## src/rtl/twm_pkg.sv

```systemverilog
package twm_pkg;
    parameter int unsigned AW        = 7;
    parameter int unsigned DW        = 8;
    parameter int unsigned PAGE_BITS = 2;
    localparam int unsigned WORDS    = 1 << AW;

    typedef enum logic [2:0] {
        ST_IDLE, ST_ADDR, ST_ACK, ST_WDATA, ST_RDATA, ST_RACK
    } bus_st_t;

    typedef struct packed {
        logic          strobe;
        logic [AW-1:0] addr;
        logic [DW-1:0] data;
    } wbyte_t;

    function automatic logic [AW-1:0] page_next(input logic [AW-1:0] a);
        logic [PAGE_BITS-1:0] low;
        low = a[PAGE_BITS-1:0] + {{(PAGE_BITS-1){1'b0}}, 1'b1};
        return {a[AW-1:PAGE_BITS], low};
    endfunction
endpackage

```

## src/rtl/twm_sync.sv

```systemverilog
module twm_sync #(
    parameter int STAGES = 2
) (
    input  logic clk,
    input  logic rst,
    input  logic din,
    output logic level,
    output logic level_d
);
    logic [STAGES-1:0] chain;

    always_ff @(posedge clk) begin
        if (rst) begin
            chain   <= '1;
            level_d <= 1'b1;
        end else begin
            chain   <= {chain[STAGES-2:0], din};
            level_d <= chain[STAGES-1];
        end
    end

    assign level = chain[STAGES-1];
endmodule

```

## src/rtl/twm_mem.sv

```systemverilog
module twm_mem
    import twm_pkg::*;
(
    input  logic          clk,
    input  logic          rst,
    input  logic          we,
    input  logic [AW-1:0] waddr,
    input  logic [DW-1:0] wdata,
    input  logic [AW-1:0] raddr,
    output logic [DW-1:0] rdata
);
    logic [DW-1:0] cells [WORDS];

    always_ff @(posedge clk) begin
        if (rst) begin
            for (int i = 0; i < WORDS; i++) cells[i] <= '1;
        end else if (we) begin
            cells[waddr] <= wdata;
        end
    end

    assign rdata = cells[raddr];
endmodule

```

## src/rtl/twm_engine.sv

```systemverilog
module twm_engine
    import twm_pkg::*;
(
    input  logic          clk,
    input  logic          rst,
    input  logic          scl,
    input  logic          scl_d,
    input  logic          sda,
    input  logic          sda_d,
    input  logic          busy,
    input  logic [DW-1:0] rd_data,
    output logic [AW-1:0] rd_addr,
    output logic          sda_oe,
    output wbyte_t        wr,
    output logic          commit
);
    localparam logic [3:0] LAST_BIT = 4'(DW);

    bus_st_t       st;
    logic [3:0]    cnt;
    logic [DW-1:0] shreg, tx;
    logic [AW-1:0] addr;
    logic          rw, wrote, mack;

    logic scl_rise, scl_fall, start_ev, stop_ev;
    assign scl_rise = scl & ~scl_d;
    assign scl_fall = ~scl & scl_d;
    assign start_ev = scl & scl_d & sda_d & ~sda;
    assign stop_ev  = scl & scl_d & ~sda_d & sda;

    always_ff @(posedge clk) begin
        if (rst) begin
            st     <= ST_IDLE;
            cnt    <= '0;
            shreg  <= '0;
            tx     <= '1;
            addr   <= '0;
            rw     <= 1'b0;
            wrote  <= 1'b0;
            mack   <= 1'b0;
            wr     <= '0;
            commit <= 1'b0;
        end else begin
            wr.strobe <= 1'b0;
            commit    <= 1'b0;
            if (start_ev) begin
                st    <= busy ? ST_IDLE : ST_ADDR;
                cnt   <= '0;
                wrote <= 1'b0;
            end else if (stop_ev) begin
                commit <= wrote;
                wrote  <= 1'b0;
                st     <= ST_IDLE;
            end else begin
                case (st)
                    ST_ADDR: begin
                        if (scl_rise) begin
                            shreg <= {shreg[DW-2:0], sda};
                            cnt   <= cnt + 4'd1;
                        end else if (scl_fall && cnt == LAST_BIT) begin
                            cnt  <= '0;
                            addr <= shreg[DW-1:1];
                            rw   <= shreg[0];
                            st   <= busy ? ST_IDLE : ST_ACK;
                        end
                    end
                    ST_ACK: begin
                        if (scl_fall) begin
                            cnt <= '0;
                            if (rw) begin
                                tx   <= rd_data;
                                addr <= addr + 1'b1;
                                st   <= ST_RDATA;
                            end else begin
                                st <= ST_WDATA;
                            end
                        end
                    end
                    ST_WDATA: begin
                        if (scl_rise) begin
                            shreg <= {shreg[DW-2:0], sda};
                            cnt   <= cnt + 4'd1;
                        end else if (scl_fall && cnt == LAST_BIT) begin
                            cnt   <= '0;
                            wr    <= '{strobe: 1'b1, addr: addr, data: shreg};
                            addr  <= page_next(addr);
                            wrote <= 1'b1;
                            st    <= ST_ACK;
                        end
                    end
                    ST_RDATA: begin
                        if (scl_fall) begin
                            if (cnt == LAST_BIT - 4'd1) begin
                                cnt <= '0;
                                st  <= ST_RACK;
                            end else begin
                                tx  <= {tx[DW-2:0], 1'b1};
                                cnt <= cnt + 4'd1;
                            end
                        end
                    end
                    ST_RACK: begin
                        if (scl_rise) begin
                            mack <= ~sda;
                        end else if (scl_fall) begin
                            if (mack) begin
                                tx   <= rd_data;
                                addr <= addr + 1'b1;
                                st   <= ST_RDATA;
                            end else begin
                                st <= ST_IDLE;
                            end
                        end
                    end
                    default: st <= ST_IDLE;
                endcase
            end
        end
    end

    assign rd_addr = addr;
    assign sda_oe  = (st == ST_ACK) || (st == ST_RDATA && !tx[DW-1]);

    AST_OE_SCL_LOW: assert property (@(posedge clk) disable iff (rst)
        !$stable(sda_oe) |-> (!scl || $past(start_ev || stop_ev))) else $error("oe moved with scl high");
    AST_STOP_IDLE: assert property (@(posedge clk) disable iff (rst)
        stop_ev |=> (st == ST_IDLE && !sda_oe)) else $error("not idle after stop");
    AST_BUSY_SILENT: assert property (@(posedge clk) disable iff (rst)
        (busy && st == ST_IDLE) |=> (st == ST_IDLE)) else $error("woke while busy");
    AST_PAGE_HOLD: assert property (@(posedge clk) disable iff (rst)
        wr.strobe |-> (addr[AW-1:PAGE_BITS] == wr.addr[AW-1:PAGE_BITS])) else $error("left page");
    AST_ONE_EVENT: assert property (@(posedge clk) disable iff (rst)
        $onehot0({wr.strobe, commit})) else $error("strobe with commit");
    AST_NACK_IDLE: assert property (@(posedge clk) disable iff (rst)
        (st == ST_RACK && scl_fall && !mack && !start_ev && !stop_ev) |=> !sda_oe) else $error("drive after nack");
endmodule

```

## src/rtl/twm_slave.sv

```systemverilog
module twm_slave
    import twm_pkg::*;
#(
    parameter int SYNC_STAGES = 2
) (
    input  logic          clk,
    input  logic          rst,
    input  logic          scl_i,
    input  logic          sda_i,
    output logic          sda_oe,
    input  logic          busy_i,
    output logic          wr_strobe,
    output logic [AW-1:0] wr_addr,
    output logic [DW-1:0] wr_data,
    output logic          wr_commit,
    input  logic          prog_we,
    input  logic [AW-1:0] prog_addr,
    input  logic [DW-1:0] prog_data
);
    logic          scl_s, scl_q, sda_s, sda_q;
    logic [AW-1:0] rd_addr;
    logic [DW-1:0] rd_data;
    wbyte_t        wr;

    twm_sync #(.STAGES(SYNC_STAGES)) u_scl (
        .clk(clk), .rst(rst), .din(scl_i), .level(scl_s), .level_d(scl_q));
    twm_sync #(.STAGES(SYNC_STAGES)) u_sda (
        .clk(clk), .rst(rst), .din(sda_i), .level(sda_s), .level_d(sda_q));

    twm_mem u_mem (
        .clk(clk), .rst(rst), .we(prog_we), .waddr(prog_addr), .wdata(prog_data),
        .raddr(rd_addr), .rdata(rd_data));

    twm_engine u_eng (
        .clk(clk), .rst(rst), .scl(scl_s), .scl_d(scl_q), .sda(sda_s), .sda_d(sda_q),
        .busy(busy_i), .rd_data(rd_data), .rd_addr(rd_addr), .sda_oe(sda_oe),
        .wr(wr), .commit(wr_commit));

    assign wr_strobe = wr.strobe;
    assign wr_addr   = wr.addr;
    assign wr_data   = wr.data;
endmodule

```

## config.mk

```make
export PLATFORM = sky130hd
export DESIGN_NAME = twm_slave
export DESIGN_NICKNAME = d
export VERILOG_FILES = /design/src/rtl/twm_pkg.sv /design/src/rtl/twm_sync.sv /design/src/rtl/twm_mem.sv /design/src/rtl/twm_engine.sv /design/src/rtl/twm_slave.sv
export SDC_FILE = /design/constraint.sdc
export NUM_CORES = 2
export LEC_CHECK = 0
export CAP_MARGIN = 30
export CORE_MARGIN = 2
export CORE_UTILIZATION = 30
export DETAILED_ROUTE_END_ITERATION = 10
export DONT_BUFFER_PORTS = 1
export PLACE_DENSITY = 0.43
export SLEW_MARGIN = 5
export SYNTH_ARGS = -nofsm -noshare
export SYNTH_HDL_FRONTEND = slang
export SYNTH_SLANG_ARGS = --single-unit
```

## constraint.sdc

```tcl
create_clock -name clk -period 3.3 [get_ports clk]
set_clock_uncertainty 0.05 [all_clocks]
set_input_delay 0.495 -clock clk [delete_from_list [all_inputs] [get_ports clk]]
set_output_delay 0.495 -clock clk [all_outputs]
set_load 0.03 [all_outputs]
```

==> flow_metrics.py <==
metrics = {
    "critical_path": {
        "cp_max_fo": 22,
        "end_kind": "flip-flop",
        "max_stage_delay_ns": 0.70,
        "cp_cell_sequence": "buf_12, buf_12, mux4_2, mux2i_1, a22oi_1, a221oi_2, buf_4, a21oi_1, a221o_1",
        "critPathBufInv": 3,
        "crit_path_frequent_cell": "buf_12",
        "critPathRequiredTime_ns": 3.91,
        "cpLargestDelayFamily": "compound AO/OA/AOI/OAI gates",
        "critical_path_class": "reg2reg",
        "crit_arrival_ns": 3.76,
        "critPathLaunchType": "flip-flop",
        "cpMaxStageDelayCell": "dfxtp_4",
    },
    "placement": {
        "placed_cells": 5662,
        "placed_area_sq_mm": 0.0538,
        "port_buffers": 0,
        "dpl.hpwl_mm": 98.5,
        "gp_congestion": 0.791,
    },
    "logic_synthesis": {
        "synth_seq_cells": 1080,
        "yosys_warnings": 0,
        "synth-edff-count": 1024,
        "netlist_area_sq_mm": 0.0506,
        "syn-num-nets": 3604,
        "synthArstFlopShare_pct": 0,
        "ys.flop_type": "edfxtp_1",
        "ys_types": 70,
        "synth_area_per_cell_sq_um": 14.1,
        "yosysSeqAreaShare_pct": 62.9,
        "synthCells": 3579,
    },
    "drt": {
        "ant_nets": 0,
        "post_drt_wl_per_cell_microns": 27.8,
        "drt_iter0_markers": 2948,
        "vias_per_cell": 5.15,
        "routed_wl_mm": 164,
        "first_pass_iters": 7,
        "vias": 30500,
        "route.detailed.drc": 0,
    },
    "global_route": {
        "grt_max_degree": 129,
        "grt_first_pass_wirelength_mm": 237,
        "antenna_found_initial": 9,
        "grt_overflow_total": 0,
        "grt.total_usage_pct": 18.9,
        "first_global_vias": 30800,
    },
    "floorplanning": {
        "chipHeight_microns": 415,
        "dieArea_sq_mm": 0.172,
        "boundaryPins": 39,
        "core_area_sq_mm": 0.167,
        "die_x_microns": 415,
        "initial_core_util_pct": 30.2,
        "fp-row-count": 150,
    },
    "clocking": {
        "h-tree-depth": 3,
        "insertion_delay_ns": 0.76,
        "cts_root_buf": "clkbuf_16",
        "cts_buffer_depth": 3,
        "numClockSinks": 1080,
        "cts_setup_buffers": 0,
        "clk_pin_slew_ns": 0.06,
        "numCtsBuffers": 121,
        "cts_tree": "done",
    },
    "hold_path": {
        "min_path_type": "in2reg",
    },
    "pwr": {
        "cellLeakagePower_nw": 17.6,
        "peakVddDrop_mv": 0.402,
        "powerDensity_mw_per_mm2": 527,
    },
    "timing": {
        "finalMaxSlewViolations": 0,
        "whs_ns": 0.0614,
        "rsz0062_at_grt": "no",
        "timing.fmax_ghz": 0.317,
        "min_period_over_period_pct": 95.6,
        "finalHoldViolCount": 0,
        "slew_headroom_pct": 33.4,
        "period_needed_ns": 3.15,
        "max_slew.worst_pin.slew_ns": 0.997,
        "setup_violations": 0,
    },
    "outcome": {
        "outcome": "completed",
    },
    "flow_run": {
        "cap_violations": 0,
    },
    "layout": {
        "drive_above_1_share_pct": 31.0,
        "syn_to_final_growth_pct": 14.6,
        "nets": 3629,
        "stdcell_area_sq_mm": 0.0581,
        "finalNonFillerCells": 5912,
    },
}
cell families after synthesis:
family,synth area share [%]
mux,12.2
simple gates,16.6
buf+inv,3.49
flops,62.9
compound gates,4.56
fa+ha+maj,0.0988
xor+xnor,0.0519
cell usage in the layout (no fill, tap or decap), types with 21 or more instances in the layout:
master,count
a21oi_1,74
o21bai_1,68
edfxtp_1,1024
o21ai_0,42
or3_1,544
clkbuf_16,125
dfxtp_1,51
buf_4,224
nor2_1,56
mux2i_1,118
nand2b_1,87
clkbuf_1,35
mux4_2,206
a22oi_1,39
or2_2,486
clkinv_1,27
nand2_1,158
a221oi_1,21
timing repair:
action | CTS | global route
endpoints found under the hold margin | 1081 | 1
hold buffers | 17 | 1
setup endpoints to repair | 1 | 1
resized for setup | 1 | 1
routing by layer:
layer | vias to the layer above | wire, microns | global-route usage, %
met5 | - | 9 | 0
met4 | 2 | 3350 | 4.72
met3 | 168 | 7460 | 2.74
met2 | 677 | 77900 | 30.3
met1 | 16000 | 75500 | 26.7
li1 | 13600 | - | -
synthesized netlist by cell type (6+ instances only):
| cell type | instances | area [sq um] |
|---|---|---|
| or3_1 | 544 | 3400 |
| nor2_1 | 59 | 221 |
| edfxtp_1 | 1024 | 30700 |
| mux4_2 | 206 | 4640 |
| o21ai_1 | 8 | 40.0 |
| buf_1 | 7 | 26.3 |
| a22oi_1 | 39 | 293 |
| buf_4 | 13 | 97.6 |
| a221o_1 | 7 | 70.1 |
| a211oi_1 | 7 | 52.6 |
| o21ai_0 | 42 | 210 |
| o22ai_1 | 14 | 87.6 |
| buf_2 | 21 | 105 |
| nor3_1 | 21 | 105 |
| nor2b_1 | 21 | 131 |
| buf_6 | 16 | 180 |
| o21bai_1 | 68 | 510 |
| nand2_1 | 158 | 593 |
| nand2b_1 | 87 | 544 |
| buf_12 | 6 | 120 |
| dfxtp_1 | 56 | 1120 |
| nand4_1 | 6 | 37.5 |
| buf_8 | 7 | 105 |
| mux4_1 | 8 | 210 |
| nand3_1 | 19 | 95.1 |
| clkbuf_1 | 292 | 1100 |
| mux2_2 | 11 | 124 |
| inv_1 | 8 | 30.0 |
| mux2i_1 | 118 | 1180 |
| o211ai_1 | 7 | 52.6 |
| a31oi_1 | 13 | 81.3 |
| a21oi_1 | 74 | 370 |
| or2_2 | 488 | 3050 |
| a221oi_1 | 23 | 201 |
worst min-delay path, delay by kind of cell:
kind                   cells  cell delay [ns]
and+or+nand+nor            2             0.09
buffers and inverters      1             0.16
final cells by class:
type | count | area (sq um)
diodes | 3 | 7.51
clock buffers | 161 | 3270
clock inverters | 63 | 572
fillers | 16100 | 109000
inverters | 10 | 37.5
multi-input cells | 2127 | 17100
flip-flops and latches | 1080 | 31900
well taps | 2204 | 2760
repair buffers | 264 | 2460
power by group:
part	internal [mW]	total (mW)	switching, mW
combinational	0.415	1.35	0.937
clock	7.63	13.4	5.75
sequential	15.6	15.8	0.220
total	23.7	30.6	6.90
final timing paths:
path | endpoint | from | cells after the start | slack [ns]
hold / removal | u_mem.cells[90][6] | prog_addr[0] | 3 | 0.06
setup reg to reg | u_eng.tx[5] | u_eng.rd_addr[1] | 9 | 0.15
hold reg to reg | u_sda.chain[1] | u_sda.chain[0] | 1 | 0.37
setup / recovery | u_eng.tx[5] | u_eng.rd_addr[1] | 9 | 0.15
state kept, by name (all words and copies together), names as in the netlist, 2 cells and up:
signal / count
u_eng.cnt: 4
u_eng.rd_addr: 7
u_eng.shreg: 8
u_eng.st: 3
u_eng.tx: 8
u_eng.wr: 16
u_mem.cells: 1024
u_scl.chain: 2
u_sda.chain: 2
per-stage QoR:
stage	power, mW	TNS (ns)	setup WS (ns)	util (%)
global route	31.4	0	0.0702	34.7
finish	30.6	0	0.146	34.7
global placement	17.2	-0.181	-0.107	32.1
detailed placement	17.2	-0.0422	-0.0422	32.1
CTS	30.9	0	0.0130	34.6
floorplan	16.8	0	0.592	-
No activity file was read; power rests on OpenSTA's default activity.
